## config.mk

```make
export PLATFORM = sky130hd
export DESIGN_NAME = lin_break_detector
export DESIGN_NICKNAME = d
export VERILOG_FILES = /design/src/rtl/lin_break_detector.sv
export SDC_FILE = /design/constraint.sdc
export NUM_CORES = 1
export LEC_CHECK = 0
export BUFFER_PORTS_ARGS = -buffer_cell sky130_fd_sc_hd__buf_2
export CAP_MARGIN = 20
export CORE_MARGIN = 2
export CORE_UTILIZATION = 35
export CTS_CLUSTER_SIZE = 12
export DETAILED_ROUTE_END_ITERATION = 7
export GPL_ROUTABILITY_DRIVEN = 0
export GPL_TIMING_DRIVEN = 0
export HOLD_SLACK_MARGIN = 0.02
export PLACE_DENSITY = 0.62
export SLEW_MARGIN = 10
export SYNTH_ARGS = -nofsm -noshare
export SYNTH_HDL_FRONTEND = slang
export SYNTH_SLANG_ARGS = --single-unit
```

## constraint.sdc

```tcl
create_clock -name clk -period 3.7 [get_ports clk]
set_input_delay 1.11 -clock clk [delete_from_list [all_inputs] [get_ports clk]]
set_output_delay 1.11 -clock clk [all_outputs]
set_load 0.02 [all_outputs]
```

## src/rtl/lin_break_detector.sv

```systemverilog
module lin_break_detector #(
  parameter int TPB      = 16,
  parameter int LEN_W    = 6,
  parameter int STD_BITS = 10,
  parameter int LIN_BITS = 11,
  parameter int FE_BITS  = 10
) (
  input  logic             clk,
  input  logic             rst_n,
  input  logic             rx_i,
  input  logic             tick_i,
  input  logic             lin_en_i,
  input  logic             clr_i,
  output logic             brk_o,
  output logic             fe_o,
  output logic [LEN_W-1:0] low_bits_o
);
  localparam int SH     = $clog2(TPB);
  localparam int CNT_W  = LEN_W + SH;
  localparam int HI_W   = SH + 1;
  localparam int STD_TH = STD_BITS * TPB;
  localparam int LIN_TH = LIN_BITS * TPB;
  localparam int FE_TH  = FE_BITS * TPB;
  localparam logic [CNT_W-1:0] CNT_MAX = {CNT_W{1'b1}};

  logic [CNT_W-1:0] cnt;
  logic [HI_W-1:0]  hi_cnt;
  logic             armed;

  wire low_tick  = tick_i & ~rx_i;
  wire high_tick = tick_i &  rx_i;
  wire run_end   = high_tick && (cnt != '0);

  wire [CNT_W-1:0] cnt_inc = (cnt == CNT_MAX) ? cnt : cnt + 1'b1;
  wire [HI_W-1:0]  hi_inc  = (hi_cnt >= HI_W'(TPB)) ? hi_cnt : hi_cnt + 1'b1;
  wire [CNT_W-1:0] thr     = lin_en_i ? CNT_W'(LIN_TH) : CNT_W'(STD_TH);

  wire brk_set = low_tick && armed && (cnt_inc >= thr);
  wire fe_set  = run_end && armed && lin_en_i && (cnt > CNT_W'(FE_TH));

  always_ff @(posedge clk) begin
    if (!rst_n) begin
      cnt        <= '0;
      hi_cnt     <= '0;
      armed      <= 1'b1;
      brk_o      <= 1'b0;
      fe_o       <= 1'b0;
      low_bits_o <= '0;
    end else begin
      if (low_tick) begin
        cnt    <= cnt_inc;
        hi_cnt <= '0;
      end else if (high_tick) begin
        hi_cnt <= hi_inc;
        if (run_end) begin
          cnt        <= '0;
          low_bits_o <= cnt[CNT_W-1:SH];
        end
      end

      if (brk_set)
        armed <= 1'b0;
      else if (high_tick && hi_inc >= HI_W'(TPB))
        armed <= 1'b1;

      if (brk_set)    brk_o <= 1'b1;
      else if (clr_i) brk_o <= 1'b0;

      if (fe_set)     fe_o <= 1'b1;
      else if (clr_i) fe_o <= 1'b0;
    end
  end

  AST_BRK_AT_THRESHOLD: assert property (@(posedge clk) disable iff (!rst_n)
    $rose(brk_o) |-> ($past(cnt_inc) >= $past(thr)));
  AST_BRK_NEEDS_ARM: assert property (@(posedge clk) disable iff (!rst_n)
    $rose(brk_o) |-> $past(armed));
  AST_CLR_DROPS_BRK: assert property (@(posedge clk) disable iff (!rst_n)
    (clr_i && !brk_set) |=> !brk_o);
  AST_IDLE_HOLDS: assert property (@(posedge clk) disable iff (!rst_n)
    !tick_i |=> ($stable(cnt) && $stable(low_bits_o)));
  AST_LEN_AT_END: assert property (@(posedge clk) disable iff (!rst_n)
    !run_end |=> $stable(low_bits_o));
  AST_FE_NEEDS_LIN: assert property (@(posedge clk) disable iff (!rst_n)
    $rose(fe_o) |-> $past(lin_en_i));
endmodule

```

# Yosys cells after proc, flatten, opt, wreduce, memory -nomap -nowiden
# Index checks and enable logic that the tools add are counted.
[classes]
addsub = 2
n_lt_le_gt_ge = 4
eq_ne = 1
mux = 11
bitwise_logic = 5
n_reduce_logical = 16
[ops]
columns = ["operator", "n"]
rows = [
  ["$mux W10", 4],
  ["$add A10 B1 Y10 const B", 1],
  ["$eq A10 B10 Y1 const B", 1],
  ["$ge A10 B8 Y1", 1],
  ["$ge A5 B5 Y1 const B", 2],
  ["$gt A10 B8 Y1 const B", 1],
  ["$mux W5", 2],
  ["$reduce_bool A10 Y1", 1],
  ["$reduce_bool A2 Y1", 5],
  ["$logic_and A1 B1 Y1", 7],
  ["$add A5 B1 Y5 const B", 1],
  ["$mux W1", 5],
  ["$not A1 Y1", 3],
  ["$reduce_and A3 Y1", 1],
  ["$and A1 B1 Y1", 2],
  ["$reduce_and A2 Y1", 1],
  ["$reduce_or A2 Y1", 1],
]
[totals]
register_bits = 24
input_bits = 6
output_inout_bits = 8
wordCells = 45

# Longest topological paths before layout
# Gate-level depths: netlist of the first run.
[logic_depth]
depth_word = 6
depth_mapped = 11
depth_no_buf = 10

# Least setup slack after synthesis of the first run
# Ideal clock, no wire load.
[synth_timing]
path_type = "reg-to-reg"
start = "register cnt[0]"
end = "register brk_o"
setup_ps = 87
t_arrival_ps = 2572
t_required_ps = 3613
path_slack_ps = 1041
stages_incl_launch_ff = 12
path_buffers = 1
synth_period_minus_slack_ps = 2659
path_cell_list = "dfxtp_1 ha_1 and2_1 buf_4 nand3_2 nand3_1 xor2_1 ha_1 nand2_1 or4b_1 o31a_1 o31ai_1"
[synth_between]
elab_chain_len = 5
elab_cells_between_ends = 7
cone_classes = "1 x add/sub; 1 x order compare; 1 x eq/ne; 2 x mux; 2 x reduce/logical"
[synth_lines]
columns = ["item", "line_no", "text"]
rows = [
  ["from (decl)", "26", "logic [CNT_W-1:0] cnt;"],
  ["from (signal assigned)", "51", "cnt <= cnt_inc;"],
  ["$add A10 B1 Y10 / $eq A10 B10 Y1 (equally long branches)", "34", "wire [CNT_W-1:0] cnt_inc = (cnt == CNT_MAX) ? cnt : cnt + 1'b1;"],
  ["$mux W10 (*)", "34", ""],
  ["$ge A10 B8 Y1 (*)", "38", "wire brk_set = low_tick && armed && (cnt_inc >= thr);"],
  ["$logic_and A1 B1 Y1 (*)", "38", ""],
  ["$mux W1 / $reduce_bool A2 Y1 (equally long branches)", "-", ""],
  ["to (signal assigned)", "46", "brk_o <= 1'b0;"],
  ["to (signal assigned)", "66", "if (brk_set) brk_o <= 1'b1;"],
  ["to (signal assigned)", "67", "else if (clr_i) brk_o <= 1'b0;"],
  ["to (decl)", "14", "output logic brk_o,"],
]
# Mark *: on every way between the ends. The rest lies on a longest branch, timed or not.
# A chain may end at the register's enable or synchronous reset.

# Worst setup path in the final report of the first run
# Same ends and word-level chain as after synthesis.

==> results of run 1 <==
-- routing by layer --
layer / up-vias / wire length, µm / global-route usage [%]
met5: - / 0 / 0
met4: 0 / 48 / 5.75
met3: 5 / 103 / 1.97
met2: 22 / 1580 / 26.5
met1: 611 / 1610 / 21.0
li1: 676 / - / -
-- placed cells by master, fill, tap and decap left out, types with 2 or more instances in the layout --
cell type / count
ha_1: 5
xor2_1: 2
clkbuf_8: 4
nand2_1: 16
o31a_1: 3
buf_4: 5
and3_1: 4
nand4_1: 2
a21boi_0: 4
nor4_1: 2
nand3_1: 9
dfxtp_1: 24
mux2i_1: 4
o21ai_0: 9
o21a_1: 2
nor2b_1: 12
nor3_1: 5
clkbuf_1: 6
nor2_1: 10
inv_1: 9
buf_2: 12
and2_1: 3
a21oi_1: 12
a31oi_1: 4
-- synthesized netlist by cell type (2+ instances only) --
cell type / count
o21a_1: 2
nand3_1: 9
inv_1: 9
clkbuf_1: 6
nand2_1: 16
ha_1: 5
dfxtp_1: 24
buf_4: 5
nor4_1: 2
and2_1: 3
nor2_1: 10
nor3_1: 5
a21boi_0: 4
o21ai_0: 9
and3_1: 4
xor2_1: 2
a31oi_1: 4
nand4_1: 2
o31a_1: 3
nor2b_1: 12
a21oi_1: 12
mux2i_1: 4
-- per-stage QoR --
stage | hold slack (ps) | instance area [µm²]
floorplan | 462 | 1440
global placement | 454 | 1560
detailed placement | 460 | 1560
CTS | 475 | 1610
global route | 511 | 1610
finish | 468 | 1610
-- cell type report --
| cell class | instances | area, µm² |
|---|---|---|
| Inverter | 9 | 33.8 |
| Sequential cell | 24 | 480 |
| Tap cell | 50 | 62.6 |
| Timing Repair Buffer | 12 | 60.1 |
| Fill cell | 422 | 2360 |
| Multi-Input combinational cell | 134 | 857 |
| Clock buffer | 4 | 55.1 |
| Buffer | 12 | 65.1 |
-- registers in the layout, summed over array words and instances (netlist names), named ones only --
register	cells
cnt	10
brk_o	1
fe_o	1
hi_cnt	4
armed	1
low_bits_o	6
-- worst paths after layout --
check / end / cells past startpoint
hold reg to reg: low_bits_o[3] / 2
setup reg to reg: brk_o / 11
hold / removal: low_bits_o[3] / 2
setup / recovery: brk_o / 11
-- cell families after synthesis --
group | after synthesis
buf+inv | 21
compound gates | 47
fa+ha+maj | 5
xor+xnor | 3
flops | 24
mux | 5
simple gates | 74
-- critical path, cell delays in order (launching register included) --
cell,delay (ps)
dfxtp_1,370
ha_1,270
and2_1,170
buf_4,150
nand3_2,120
nand3_1,160
xor2_1,180
ha_1,270
nand2_1,40
or4b_1,550
o31a_1,310
o31ai_1,230
-- power by group through the flow --
stage	clock, µW	combinational (µW)	sequential (µW)
after global placement	0	36.9	269
final	183	36.6	263
after global routing	199	41.0	263
after CTS	188	36.9	263
after detailed placement	0	36.8	269
after floorplan	0	25.3	268
==> results.yml, run 1 <==
flow_run:
  drv_cap: 0
clocking:
  root_buffer: "clkbuf_8"
  cts_resized: 0
  cts_buffer_depth: 2
  insertion_delay_ps: 270
  clk_pin_slew_worst_paths_ps: 90
  cts_tree: "yes"
  clock_sinks: 24
  cts_buffers: 3
  post_cts_buffers: 0
  ctsHtreeMaxLevel: 1
  ctsHoldBuffers: 0
drt:
  vias_per_cell: 5.36
  ant_nets: 0
  wl_per_cell_um: 13.6
  routed_wl_um: 3340
  first_pass_iters: 4
  drc_errors: 0
  num_vias: 1314
  drtIter0Drc: 35
timing:
  rsz0062_at_grt: "no"
  tightest_slew_ps: 490
  fmax_mhz: 344
  finalClockSkew_ps: 4.47
  finalHoldViolCount: 0
  timing.setup.tns_ps: 0
  report.final.slew_viol_count: 0
  fin_crit_sh_pct: 78.5
  period_needed_ps: 2900
  setup_ws_ps: 795
  setup_viol: 0
  maxSlewHeadroom_pct: 67.3
floorplan:
  fp.dieArea_um2: 4630
  initial_core_util_pct: 36.2
  fp.dieW_um: 68.1
  rows: 23
  ios: 14
  core_um2: 3970
  dieHeight_um: 68.1
finish:
  layoutNonFillerInstCount: 245
  fin_nets: 207
  syn_to_final_growth_pct: 12.4
  antenna_cells: 0
  layout-drive-gt1-share_pct: 14.4
  final_util_pct: 40.6
power:
  power.density_nw_per_um2: 299
  total_power_uw: 483
  pwr-share-seq_pct: 54.4
  leakage_uw: 0.000636
  p_sw_uw: 114
  p_int_uw: 369
  p_comb_share_pct: 7.6
  power_frac_clock_pct: 38.0
  vdd_ir_drop_max_uv: 142
  swShare_pct: 23.6
logic_synthesis:
  syn_area_um2: 1440
  synthDistinctLibCells: 49
  netlist_instances: 179
  synth_seq_cells: 24
  postSynthAreaPerCell_um2: 8.02
  synth_top_family_by_area: "simple AND/OR/NAND/NOR gates"
  synth_top_cell_area_share_pct: 33.4
  synth-async-reset-ratio_pct: 0
  ys_seq_area_share_pct: 33.4
  synthMuxAreaShare_pct: 3.57
  yosys.area_share.simple_pct: 28.1
  synth-xor-area-share_pct: 1.83
  synth-edff-count: 0
  ys_warn_count: 0
  yosys.area.top_type: "dfxtp_1"
  synth_flop_cell: "dfxtp_1"
  synthAdderAreaFrac_pct: 4.36
  synthTopCellsByArea: "dfxtp_1 (33%), nor2b_1 (5.2%), ha_1 (4.4%), a21oi_1 (4.2%), nand2_1 (4.2%)"
  syn_nets: 190
  synth-compound-area-share_pct: 21.8
status:
  status: "complete, no violations"
placed_design:
  dp_slack_ps: 777
  portBuffers: 12
  dp_hpwl_um: 2460
  placed_cells: 241
critical_path:
  critPathCaptureType: "flop"
  cp_max_fo: 6
  required_ps: 3890
  worstSetupPathType: "reg2reg"
  cp-start-kind: "flop"
  arrival_ps: 3090
  rrSetupSlack_ps: 800
  r2r-start: "cnt[0]"
  startpoint: "cnt[0]"
global_routing:
  grt_max_degree: 14
  antenna_found_initial: 0
  first_global_vias: 1189
  grtUsageTotal_pct: 15.9
  overflow: 0
  grt_pass1_wl_um: 5510
worst_hold_path:
  hp-start: "low_bits_o[3]"
  hold_class: "reg2reg"
(Power assumes the default switching activity.)
==> inputs of run 2 (changes only) <==
- clock period: 3.7 -> 3.04 ns (I/O delays scaled with it)
==> results.yml, run 2 (synthesized netlist as in run 1, its figures left out) <==
status:
  status: "complete, no violations"
finish:
  fin_nets: 207
  multi_input_area_um2: 862
  register_area_um2: 480
  largest_reg_flops: 10
  layout-drive-gt1-share_pct: 14.9
  antenna_cells: 0
  num-fill-cells: 422
  final_cell_mix: "dfxtp_1 (24), nand2_1 (16), a21oi_1 (12), nor2b_1 (12), buf_2 (12)"
  reg.largest.list: "cnt (10), low_bits_o (6), hi_cnt (4)"
  top_register: "cnt"
  final_common_cell: "dfxtp_1"
  final_cell_area_um2: 1620
  syn_to_final_growth_pct: 12.7
power:
  leakage_uw: 0.000636
  vdd_ir_drop_max_uv: 174
  power.density_nw_per_um2: 363
  total_power_uw: 588
floorplan:
  fp.dieArea_um2: 4630
  core_um2: 3970
  dieHeight_um: 68.1
  fp.dieW_um: 68.1
  rows: 23
  ios: 14
  initial_core_util_pct: 36.2
drt:
  wl_per_cell_um: 13.7
  first_pass_iters: 4
  ant_nets: 0
  routed_wl_um: 3350
  drc_errors: 0
  vias_per_cell: 5.44
  num_vias: 1332
  drtIter0Drc: 40
clocking:
  cts_buffers: 3
  clk_pin_slew_worst_paths_ps: 90
  cts_tree: "yes"
  root_buffer: "clkbuf_8"
  clock_sinks: 24
  insertion_delay_ps: 270
  ctsHtreeMaxLevel: 1
  cts_buffer_depth: 2
global_routing:
  grt_max_degree: 14
  antenna_found_initial: 0
  grt_pass1_wl_um: 5510
  first_global_vias: 1189
  grtUsageTotal_pct: 15.9
  overflow: 0
critical_path:
  arrival_ps: 3050
  required_ps: 3230
  cp_max_fo: 6
  cp-start-kind: "flop"
  worstSetupPathType: "reg2reg"
  critPathCaptureType: "flop"
worst_hold_path:
  hold_class: "reg2reg"
timing:
  tightest_slew_ps: 489
  rsz0062_at_grt: "no"
  period_needed_ps: 2860
  report.final.slew_viol_count: 0
  timing.setup.tns_ps: 0
  finalHoldViolCount: 0
  maxSlewHeadroom_pct: 67.4
  setup_viol: 0
  fin_crit_sh_pct: 94.1
  fmax_mhz: 350
  finalClockSkew_ps: 3.36
flow_run:
  drv_cap: 0
placed_design:
  dpl_cell_area_um2: 1560
  portBuffers: 12
  dp_hpwl_um: 2460
[run 2: worst paths after layout]
check | endpoint | from | depth (start not counted) | slack [ps]
worst max-delay path | brk_o | cnt[0] | 11 | 180
worst min-delay path | low_bits_o[3] | low_bits_o[3] | 2 | 470
worst max register to register | brk_o | cnt[0] | 11 | 180
worst min register to register | low_bits_o[3] | low_bits_o[3] | 2 | 470
[run 2: timing repair]
| action | in CTS | in global routing |
|---|---|---|
| endpoints found under the setup margin | 0 | 1 |
| buffers inserted | 0 | 0 |
| resized for setup | 0 | 1 |
| hold buffers | 0 | 0 |
[run 2: worst max-delay path: stages, from the launching register on]
cell and delay (ps):
dfxtp_1 370, ha_1 270, and2_1 170, buf_4 150, nand3_2 130, nand3_2 130, xor2_1 160, ha_1 270
nand2_1 40, or4b_1 550, o31a_1 310, o31ai_1 230
[run 2: metrics by stage]
| stage | cells | hold slack (ps) | utilization, % | setup WS [ps] |
|---|---|---|---|---|
| global route | 245 | 511 | 40.8 | 43.8 |
| CTS | 245 | 475 | 40.6 | 110 |
| floorplan | 179 | 462 | - | 381 |
| finish | 245 | 468 | 40.8 | 181 |
| detailed placement | 241 | 460 | 39.3 | 117 |
| global placement | 241 | 454 | 39.3 | 168 |
[run 2: per-layer routing]
metal / wire length (µm) / track usage (%)
met1: 1620 / 21.0
met2: 1550 / 26.5
met3: 103 / 1.97
met4: 68 / 5.75
met5: 0 / 0
[run 2: power breakdown]
part	internal, µW	switching [µW]	total [µW]
Sequential	316	3.23	320
Combinational	16.7	28.0	44.7
Clock	116	108	224
[run 2: area by class of cell]
class / count / area share (%)
inverters: 9 / 2.09
well taps: 50 / 3.86
repair buffers: 12 / 3.71
flip-flops and latches: 24 / 29.7
plain buffers: 12 / 4.02
multi-input cells: 134 / 53.2
clock buffers: 4 / 3.40
==> inputs of run 3 (changes only) <==
- CTS_BUF_LIST: unset -> sky130_fd_sc_hd__clkbuf_16
==> results.yml, run 3 (synthesized netlist as in run 1, its figures left out) <==
critical_path:
  required_ps: 3210
  critPathCaptureType: "flop"
  path_cells: "ha_1 -> and2_1 -> buf_4 -> nand3_2 -> nand3_2 -> xor2_1 -> ha_1 -> nand2_1 -> or4b_1 -> o31a_1 -> o31ai_1"
  cpMaxStageDelayCell: "or4b_1"
  cp-start-kind: "flop"
  cp_max_fo: 6
  crit_buf_inv: 1
  rr_endpoint: "brk_o"
  rrSetupSlack_ps: 180
  worstSetupPathType: "reg2reg"
  r2r-start: "cnt[0]"
  r2r_cells: 11
  arrival_ps: 3030
  crit_family: "simple AND/OR/NAND/NOR gates"
  max_stage_delay_ps: 550
finish:
  top_register: "cnt"
  antenna_cells: 0
  reg.largest.list: "cnt (10), low_bits_o (6), hi_cnt (4)"
  fin_nets: 207
  largest_reg_flops: 10
  final_common_cell: "dfxtp_1"
  syn_to_final_growth_pct: 14.4
  num-fill-cells: 417
  layout-drive-gt1-share_pct: 14.4
  final_cell_mix: "dfxtp_1 (24), nand2_1 (16), a21oi_1 (12), nor2b_1 (12), buf_2 (12)"
floorplan:
  fp.dieW_um: 68.1
  ios: 14
  initial_core_util_pct: 36.2
  core_um2: 3970
  fp.dieArea_um2: 4630
  dieHeight_um: 68.1
  rows: 23
timing:
  finalClockSkew_ps: 2.39
  fmax_mhz: 350
  setup_viol: 0
  period_needed_ps: 2860
  tightest_slew_ps: 494
  rsz0062_at_grt: "no"
  timing.setup.tns_ps: 0
  maxSlewHeadroom_pct: 67.1
  finalHoldViolCount: 0
  report.final.slew_viol_count: 0
  fin_crit_sh_pct: 94.0
  hold_slack_ps: 464
worst_hold_path:
  whs_path_depth: 2
  hp-start: "low_bits_o[3]"
  holdPathEnd: "low_bits_o[3]"
  hold_class: "reg2reg"
global_routing:
  grt_max_degree: 14
  grt_pass1_wl_um: 5490
  first_global_vias: 1185
  antenna_found_initial: 0
  grtUsageTotal_pct: 15.9
  grt_use_met3_pct: 2.47
  busiest_layer: "met2"
  overflow: 0
  met2_usage_pct: 26.7
  globalRouteMet1Util_pct: 20.7
drt:
  ant_nets: 0
  first_pass_iters: 4
  drtIter0Drc: 36
  drc_errors: 0
  wl_per_cell_um: 13.7
  vias_per_cell: 5.38
  num_vias: 1318
  routed_wl_um: 3350
clocking:
  cts_resized: 0
  cts_tree: "yes"
  ctsHoldBuffers: 0
  insertion_delay_ps: 260
  clk_pin_slew_worst_paths_ps: 60
  cts_buffer_depth: 2
  ctsHtreeMaxLevel: 1
  cts_buffers: 3
  clock_sinks: 24
  root_buffer: "clkbuf_16"
  post_cts_buffers: 0
power:
  leakage_uw: 0.000646
  vdd_ir_drop_max_uv: 226
  power.density_nw_per_um2: 399
flow_run:
  drv_cap: 0
placed_design:
  dp_hpwl_um: 2460
  portBuffers: 12
status:
  status: "complete, no violations"
## run 3: cell count changes in the layout (fill, tap and decap cells not counted)
cell,change
clkinv_1,+1
clkbuf_8,-4
clkbuf_16,+3
## run 3: area by class of cell
type / instances / area (µm²) / area share (%)
buffer: 12 / 65.1 / 3.96
clock buffer: 3 / 75.1 / 4.57
clock inverter: 1 / 3.75 / 0.228
inverter: 9 / 33.8 / 2.06
multi-input combinational: 134 / 862 / 52.5
sequential: 24 / 480 / 29.2
tap: 50 / 62.6 / 3.81
timing repair buffer: 12 / 60.1 / 3.66
## run 3: worst max path at each step
| stage | from | endpoint | slack, ps | depth (start not counted) |
|---|---|---|---|---|
| CTS | cnt[0] | brk_o | 110 | 11 |
| detailed placement | cnt[0] | brk_o | 120 | 11 |
| global placement | cnt[0] | brk_o | 170 | 11 |
| global route | cnt[0] | brk_o | 40 | 11 |
| finish | cnt[0] | brk_o | 180 | 11 |
| floorplan | cnt[0] | brk_o | 380 | 11 |
## run 3: worst reg2reg max path: stages (launching register included)
cell,delay (ps)
dfxtp_1,360
ha_1,270
and2_1,170
buf_4,150
nand3_2,130
nand3_2,130
xor2_1,160
ha_1,270
nand2_1,40
or4b_1,550
o31a_1,320
o31ai_1,230
## run 3: layer usage
metal,part of all wire [%],vias up
met4,1.3,0
met3,2.8,5
li1,-,679
met2,48,16
met5,0,-
met1,48,618
## run 3: power by group
group          switching [µW]  internal (µW)  leakage, µW  total (µW)
registers                3.20            317     0.000194         320
logic                    28.1           16.7     0.000413        44.8
clock network             115            176    0.0000385         291
## run 3: through the flow
stage | setup slack, ps | util [%] | std cells | cell area, µm² | total power (µW)
after detailed placement | 117 | 39.3 | 241 | 1560 | 372
final | 184 | 41.4 | 245 | 1640 | 656
after floorplan | 381 | - | 179 | 1440 | 357
after CTS | 114 | 41.2 | 245 | 1640 | 662
after global routing | 43.5 | 41.4 | 245 | 1640 | 683
after global placement | 168 | 39.3 | 241 | 1560 | 372
